===== src/rtl/lmr_pkg.sv =====
package lmr_pkg;
   // segment geometry
   localparam int NUM_SEG   = 13;
   localparam int NUM_ATTR  = (NUM_SEG + 1) / 2;
   localparam int SMR_IDX   = NUM_ATTR;
   localparam int ATTR_W    = 8 * NUM_ATTR;
   localparam int SEG_W     = $clog2(NUM_SEG);
   localparam int RIDX_W    = $clog2(NUM_ATTR);

   // management control register fields
   localparam int          SMR_OPEN_BIT = 6;
   localparam int          SMR_GEN_BIT  = 3;
   localparam logic [2:0]  SMR_BASE_SEG = 3'b010;

   typedef enum logic [1:0] {
      RT_DRAM    = 2'd0,
      RT_PCI     = 2'd1,
      RT_DROP    = 2'd2,
      RT_OUTSIDE = 2'd3
   } route_e;

   typedef enum logic [1:0] {
      WIN_NONE  = 2'd0,
      WIN_SMRAM = 2'd1,
      WIN_SEG   = 2'd2
   } win_e;
endpackage


===== src/rtl/lmr_cfg_regs.sv =====
module lmr_cfg_regs
   import lmr_pkg::*;
#(
   parameter int CFG_AW = 3
) (
   input  logic              clk,
   input  logic              rst_n,
   input  logic              cfg_we,
   input  logic [CFG_AW-1:0] cfg_addr,
   input  logic [7:0]        cfg_wdata,
   output logic [7:0]        cfg_rdata,
   output logic [ATTR_W-1:0] attr_flat,
   output logic              smr_open,
   output logic              smr_gen
);
   localparam int SEL_W = CFG_AW + 3;

   logic [7:3] smr_q;

   for (genvar g = 0; g < NUM_ATTR; g++) begin : g_attr
      logic [7:0] q;
      always_ff @(posedge clk or negedge rst_n) begin
         if (!rst_n)
            q <= '0;
         else if (cfg_we && (cfg_addr == CFG_AW'(g)))
            q <= cfg_wdata;
      end
      assign attr_flat[g*8 +: 8] = q;
   end

   always_ff @(posedge clk or negedge rst_n) begin
      if (!rst_n)
         smr_q <= '0;
      else if (cfg_we && (cfg_addr == CFG_AW'(SMR_IDX)))
         smr_q <= cfg_wdata[7:3];
   end

   assign smr_open = smr_q[SMR_OPEN_BIT];
   assign smr_gen  = smr_q[SMR_GEN_BIT];

   always_comb begin
      cfg_rdata = '0;
      if (cfg_addr < CFG_AW'(NUM_ATTR))
         cfg_rdata = attr_flat[{cfg_addr, 3'b000} +: 8];
      else if (cfg_addr == CFG_AW'(SMR_IDX))
         cfg_rdata = {smr_q, SMR_BASE_SEG};
   end

   // routing state moves only after a configuration write
   a_r10_state_holds: assert property (@(posedge clk) disable iff (!rst_n)
      !$past(cfg_we) |-> ($stable(attr_flat) && $stable(smr_open) && $stable(smr_gen)));

   initial begin
      a_cfg_aw_fits: assert ((1 << CFG_AW) > SMR_IDX)
         else $fatal(1, "CFG_AW too narrow for register file");
   end

   logic unused_sel;
   assign unused_sel = ^SEL_W;
endmodule


===== src/rtl/lmr_seg_decode.sv =====
module lmr_seg_decode
   import lmr_pkg::*;
#(
   parameter int ADDR_W = 32
) (
   input  logic [ADDR_W-15:0] addr_blk,
   output win_e               win,
   output logic [SEG_W-1:0]   seg
);
   logic       in_meg;
   logic [5:0] blk;

   assign blk = addr_blk[5:0];

   if (ADDR_W > 20) begin : g_wide
      assign in_meg = ~|addr_blk[ADDR_W-15:6];
   end else begin : g_narrow
      assign in_meg = 1'b1;
   end

   // 16 KiB blocks: 40..47 management window, 48..59 segments 1..12, 60..63 segment 0
   always_comb begin
      win = WIN_NONE;
      seg = '0;
      if (in_meg) begin
         if (blk[5:3] == 3'b101) begin
            win = WIN_SMRAM;
         end else if (blk[5:4] == 2'b11) begin
            win = WIN_SEG;
            if (blk[3:2] != 2'b11)
               seg = SEG_W'(blk[3:0]) + SEG_W'(1);
         end
      end
   end
endmodule


===== src/rtl/lmr_route_pick.sv =====
module lmr_route_pick
   import lmr_pkg::*;
(
   input  win_e              win,
   input  logic [SEG_W-1:0]  seg,
   input  logic              is_write,
   input  logic              is_smm,
   input  logic [ATTR_W-1:0] attr_flat,
   input  logic              smr_open,
   input  logic              smr_gen,
   output route_e            route
);
   logic [RIDX_W-1:0] ridx;
   logic [1:0]        attr;

   // register (s+1)/2; even segments use the upper nibble
   assign ridx = RIDX_W'(seg[SEG_W-1:1]) + RIDX_W'(seg[0]);
   assign attr = attr_flat[{ridx, ~seg[0], 2'b00} +: 2];

   always_comb begin
      route = RT_OUTSIDE;
      unique case (win)
         WIN_SMRAM: route = ((is_smm && smr_gen) || smr_open) ? RT_DRAM : RT_PCI;
         WIN_SEG: begin
            if (is_write)
               route = attr[1] ? RT_DRAM : (attr[0] ? RT_DROP : RT_PCI);
            else
               route = attr[0] ? RT_DRAM : RT_PCI;
         end
         default: route = RT_OUTSIDE;
      endcase
   end
endmodule


===== src/rtl/lmr_router.sv =====
module lmr_router
   import lmr_pkg::*;
#(
   parameter int ADDR_W  = 32,
   parameter int CFG_AW  = 3,
   parameter bit REG_OUT = 1'b1
) (
   input  logic              clk,
   input  logic              rst_n,
   input  logic              cfg_we,
   input  logic [CFG_AW-1:0] cfg_addr,
   input  logic [7:0]        cfg_wdata,
   output logic [7:0]        cfg_rdata,
   input  logic              req_valid,
   input  logic [ADDR_W-1:0] req_addr,
   input  logic              req_write,
   input  logic              req_smm,
   output logic              rsp_valid,
   output logic [1:0]        rsp_route
);
   logic [ATTR_W-1:0] attr_flat;
   logic              smr_open;
   logic              smr_gen;
   win_e              win;
   logic [SEG_W-1:0]  seg;
   route_e            route_now;

   initial begin
      a_addr_w_min: assert (ADDR_W >= 20)
         else $fatal(1, "ADDR_W must cover the first megabyte");
   end

   lmr_cfg_regs #(.CFG_AW(CFG_AW)) u_regs (
      .clk       (clk),
      .rst_n     (rst_n),
      .cfg_we    (cfg_we),
      .cfg_addr  (cfg_addr),
      .cfg_wdata (cfg_wdata),
      .cfg_rdata (cfg_rdata),
      .attr_flat (attr_flat),
      .smr_open  (smr_open),
      .smr_gen   (smr_gen)
   );

   lmr_seg_decode #(.ADDR_W(ADDR_W)) u_dec (
      .addr_blk (req_addr[ADDR_W-1:14]),
      .win      (win),
      .seg      (seg)
   );

   lmr_route_pick u_pick (
      .win       (win),
      .seg       (seg),
      .is_write  (req_write),
      .is_smm    (req_smm),
      .attr_flat (attr_flat),
      .smr_open  (smr_open),
      .smr_gen   (smr_gen),
      .route     (route_now)
   );

   if (REG_OUT) begin : g_reg
      always_ff @(posedge clk or negedge rst_n) begin
         if (!rst_n) begin
            rsp_valid <= 1'b0;
            rsp_route <= RT_OUTSIDE;
         end else begin
            rsp_valid <= req_valid;
            if (req_valid)
               rsp_route <= route_now;
         end
      end

      // one response per request, one cycle later
      a_r12_valid_follows: assert property (@(posedge clk) disable iff (!rst_n)
         rsp_valid == $past(req_valid));

      // below the window is never decoded
      a_r11_low_outside: assert property (@(posedge clk) disable iff (!rst_n)
         $past(req_valid && (req_addr < ADDR_W'(32'hA0000))) |-> (rsp_route == RT_OUTSIDE));

      // a read is never dropped
      a_r5_drop_is_write: assert property (@(posedge clk) disable iff (!rst_n)
         (rsp_valid && (rsp_route == RT_DROP)) |-> $past(req_write));
   end else begin : g_comb
      assign rsp_valid = req_valid;
      assign rsp_route = route_now;
   end
endmodule


===== config.mk =====
export PLATFORM = sky130hd
export DESIGN_NAME = lmr_router
export DESIGN_NICKNAME = d
export VERILOG_FILES = /design/src/rtl/lmr_pkg.sv /design/src/rtl/lmr_cfg_regs.sv /design/src/rtl/lmr_seg_decode.sv /design/src/rtl/lmr_route_pick.sv /design/src/rtl/lmr_router.sv
export SDC_FILE = /design/constraint.sdc
export NUM_CORES = 1
export LEC_CHECK = 0
export BUFFER_PORTS_ARGS = -buffer_cell sky130_fd_sc_hd__buf_4
export CORE_MARGIN = 4
export CORE_UTILIZATION = 53
export CTS_CLUSTER_SIZE = 12
export DETAILED_ROUTE_END_ITERATION = 6
export PLACE_DENSITY = 0.72
export SETUP_SLACK_MARGIN = 0.05
export SLEW_MARGIN = 20
export SYNTH_ARGS = -nofsm -noshare
export SYNTH_HDL_FRONTEND = slang
export SYNTH_HIERARCHICAL = 1
export SYNTH_SLANG_ARGS = --single-unit

===== constraint.sdc =====
create_clock -name clk -period 3.73 [get_ports clk]
set_input_delay 0.1865 -clock clk [delete_from_list [all_inputs] [get_ports clk]]
set_output_delay 0.1865 -clock clk [all_outputs]
set_load 0.1 [all_outputs]

==> results.tsv <==
metric	value	unit
status	finished, final reports clean	
drive_gt1_share	51.8	%
antenna_found_initial	0	
async_flop_share	100	%
ctsResizeCount	0	
hold_end	u_regs/g_attr[5].q[2]$_DFFE_PN0P_	
io_pins	60	
cp-start-kind	input port	
grt_pass1_wl	12.7	mm
drc	0	
synth_most_common_cell	mux2_2	
ir_drop	0.324	mV
pre_cts_ws	0.746	ns
r2r-start	u_regs/g_attr[2].q[0]$_DFFE_PN0P_	
synth_area_leaders	dfrtp_1 (44%), mux2_2 (22%), mux4_2 (7.6%)	
finalNonFillerCells	378	
yosysUniqueCellTypes	51	
viasPerCell	6.02	
slew_viol_final	0	
slew_headroom	47.0	%
num_antenna_cells	0	
min_from	cfg_wdata[2]	
clkSinkCount	64	
seq_area_frac_synth	45.3	%
synth_top_area_share	43.8	%
combPwrFrac	26.2	%
initial_core_util	55.1	%
cp_max_fo	5	
synthCells	247	
final_util	65.0	%
worstPathCellList	buf_4 -> nor4b_2 -> nand2_1 -> nor4b_2 -> ha_1 -> ha_1 -> xor2_1 -> nor3_1 -> a31oi_1 -> a221o_1 -> a311o_1 -> mux2_2	
synth_top_flop_cell	dfrtp_1	
grt_pass1_vias	2429	
path_clk_slew	0.07	ns
path_buf_inv	1	
ff2ff_setup_slack	2.01	ns
p_sw	686	uW
grt_max_degree	65	
core_region_area	6420	um2
fp.dieH	89.7	um
grt_overflow	0	
netlist_area	3540	um2
dp_hpwl	5.10	mm
dpl.cell_count	360	
path_class	in2reg	
first_pass_iters	4	
hold_viol_final	0	
pwr-share-clk	32.3	%
worst_slew_pin_slew	0.795	ns
skew	0.00659	ns
synth_commonest_cells	mux2_2 (69), dfrtp_1 (62), mux2i_1 (13)	
whs	0.126	ns
track_usage	20.0	%
intPower	1.58	mW
synth_edf_count	0	
drt-initial-drc-count	202	
syn_nets	301	
cp.required	4.00	ns
die_area	8050	um2
clk_latency	0.34	ns
synth-seq-cells	64	
period_share	69.9	%
arrival	2.88	ns
port_buffers	45	
netSwitchingFraction	30.3	%
syn_avg_cell_area	14.3	um2
final.setup.worst_slack	1.12	ns
hp-class	in2reg	
reg2reg_to	rsp_route[0]$_DFFE_PN1P_	
cp_num_cells	12	
power_density	542	nW/um2
fmax	384	MHz
rows	29	
drv_cap	0	
clk_path_buf_depth	2	
cts.htree.levels	3	
ant_nets	0	
routabilityCongestion	0.738	
cts.root.buffer_cell	clkbuf_8	
synth_warnings	6	
crit_family	simple AND/OR/NAND/NOR gates	
worst_path_largest_cell_delay	0.38	ns
die_w	89.7	um
p_leak	1.79	nW
power_frac_seq	41.5	%
cts_tree	built	
setup-tns-final	0	ns
cp-end-kind	flip-flop	
num_vias	2277	
ctsHoldBuffers	2	
area_growth	17.9	%
min_period	2.61	ns
synth_area_leader_cell	dfrtp_1	
postRouteWirelength	7.58	mm
rsz0062_at_grt	false	
crit_slowest_cell	a221o_1	
post_cts_buffers	0	
setup_viol	0	
holdPathStages	2	
cts_buffers	9	
wire_per_inst	20.1	um
fin_nets	350	
r2r_cells	5	
-- cells by family after synthesis --
| logic type | Yosys count | share of synthesized area [%] |
|---|---|---|
| buffers and inverters | 17 | 2.79 |
| and+or+nand+nor | 41 | 9.12 |
| adders and majority gates | 5 | 1.77 |
| DFF | 64 | 45.3 |
| AOI/OAI and AO/OA | 20 | 4.24 |
| xor gates and xnor gates | 2 | 0.495 |
| muxes | 98 | 36.2 |
-- cells in the final DEF (no fill, tap or decap), types with 3 or more instances in the layout --
cell       instances
a21oi_1            4
bufinv_16          3
mux4_1             4
clkbuf_8          10
inv_1              7
buf_4             46
o211a_1            3
dfrtp_1           62
nand2_1            6
ha_1               5
mux4_2            12
mux2i_1           13
mux2_2            69
nor2_1             7
-- worst max-delay path by stage --
stage | startpoint | to | slack (ns)
after floorplan | cfg_addr[1] | cfg_rdata[0] | 0.53
after global placement | req_addr[21] | rsp_route[0]$_DFFE_PN1P_ | 0.81
after detailed placement | req_addr[28] | rsp_route[0]$_DFFE_PN1P_ | 0.75
after CTS | req_addr[28] | rsp_route[0]$_DFFE_PN1P_ | 1.11
after global routing | req_addr[28] | rsp_route[0]$_DFFE_PN1P_ | 0.88
final | req_addr[28] | rsp_route[0]$_DFFE_PN1P_ | 1.12
-- routing by layer --
metal | routed length [um] | up-vias | track usage (%)
met4 | 126 | 0 | 7.66
met3 | 371 | 11 | 4.09
met2 | 3780 | 56 | 33.2
li1 | - | 1051 | -
met1 | 3300 | 1159 | 25.9
met5 | 0 | - | 0
-- power by group through the flow --
stage,sequential [mW],clock (mW),combinational [mW]
2_1_floorplan,0.914,0,0.463
4_1_cts,0.939,0.744,0.597
6_report,0.939,0.730,0.592
3_5_place_dp,0.951,0,0.591
5_1_grt,0.959,0.780,0.632
3_3_place_gp,0.940,0,0.578
-- registers in the layout, indices dropped and copies added, names as in the netlist --
name and cells:
u_regs/g_attr.q 56, u_regs/smr_q 5, rsp_route 2, rsp_valid 1
-- cell type report --
cell class / count / area, um2
flip-flops and latches: 64 / 1600
well taps: 77 / 96.3
repair buffers: 48 / 365
clock inverters: 5 / 104
clock buffers: 11 / 141
multi-input cells: 166 / 1840
fillers: 507 / 2250
inverters: 7 / 26.3
-- metrics by stage --
| step | power [mW] | area, um2 |
|---|---|---|
| after floorplan | 1.38 | 3540 |
| after global placement | 1.52 | 3910 |
| after detailed placement | 1.54 | 3910 |
| after CTS | 2.28 | 4170 |
| after global routing | 2.37 | 4170 |
| final | 2.26 | 4170 |
Power figures use the tool's default switching activity.
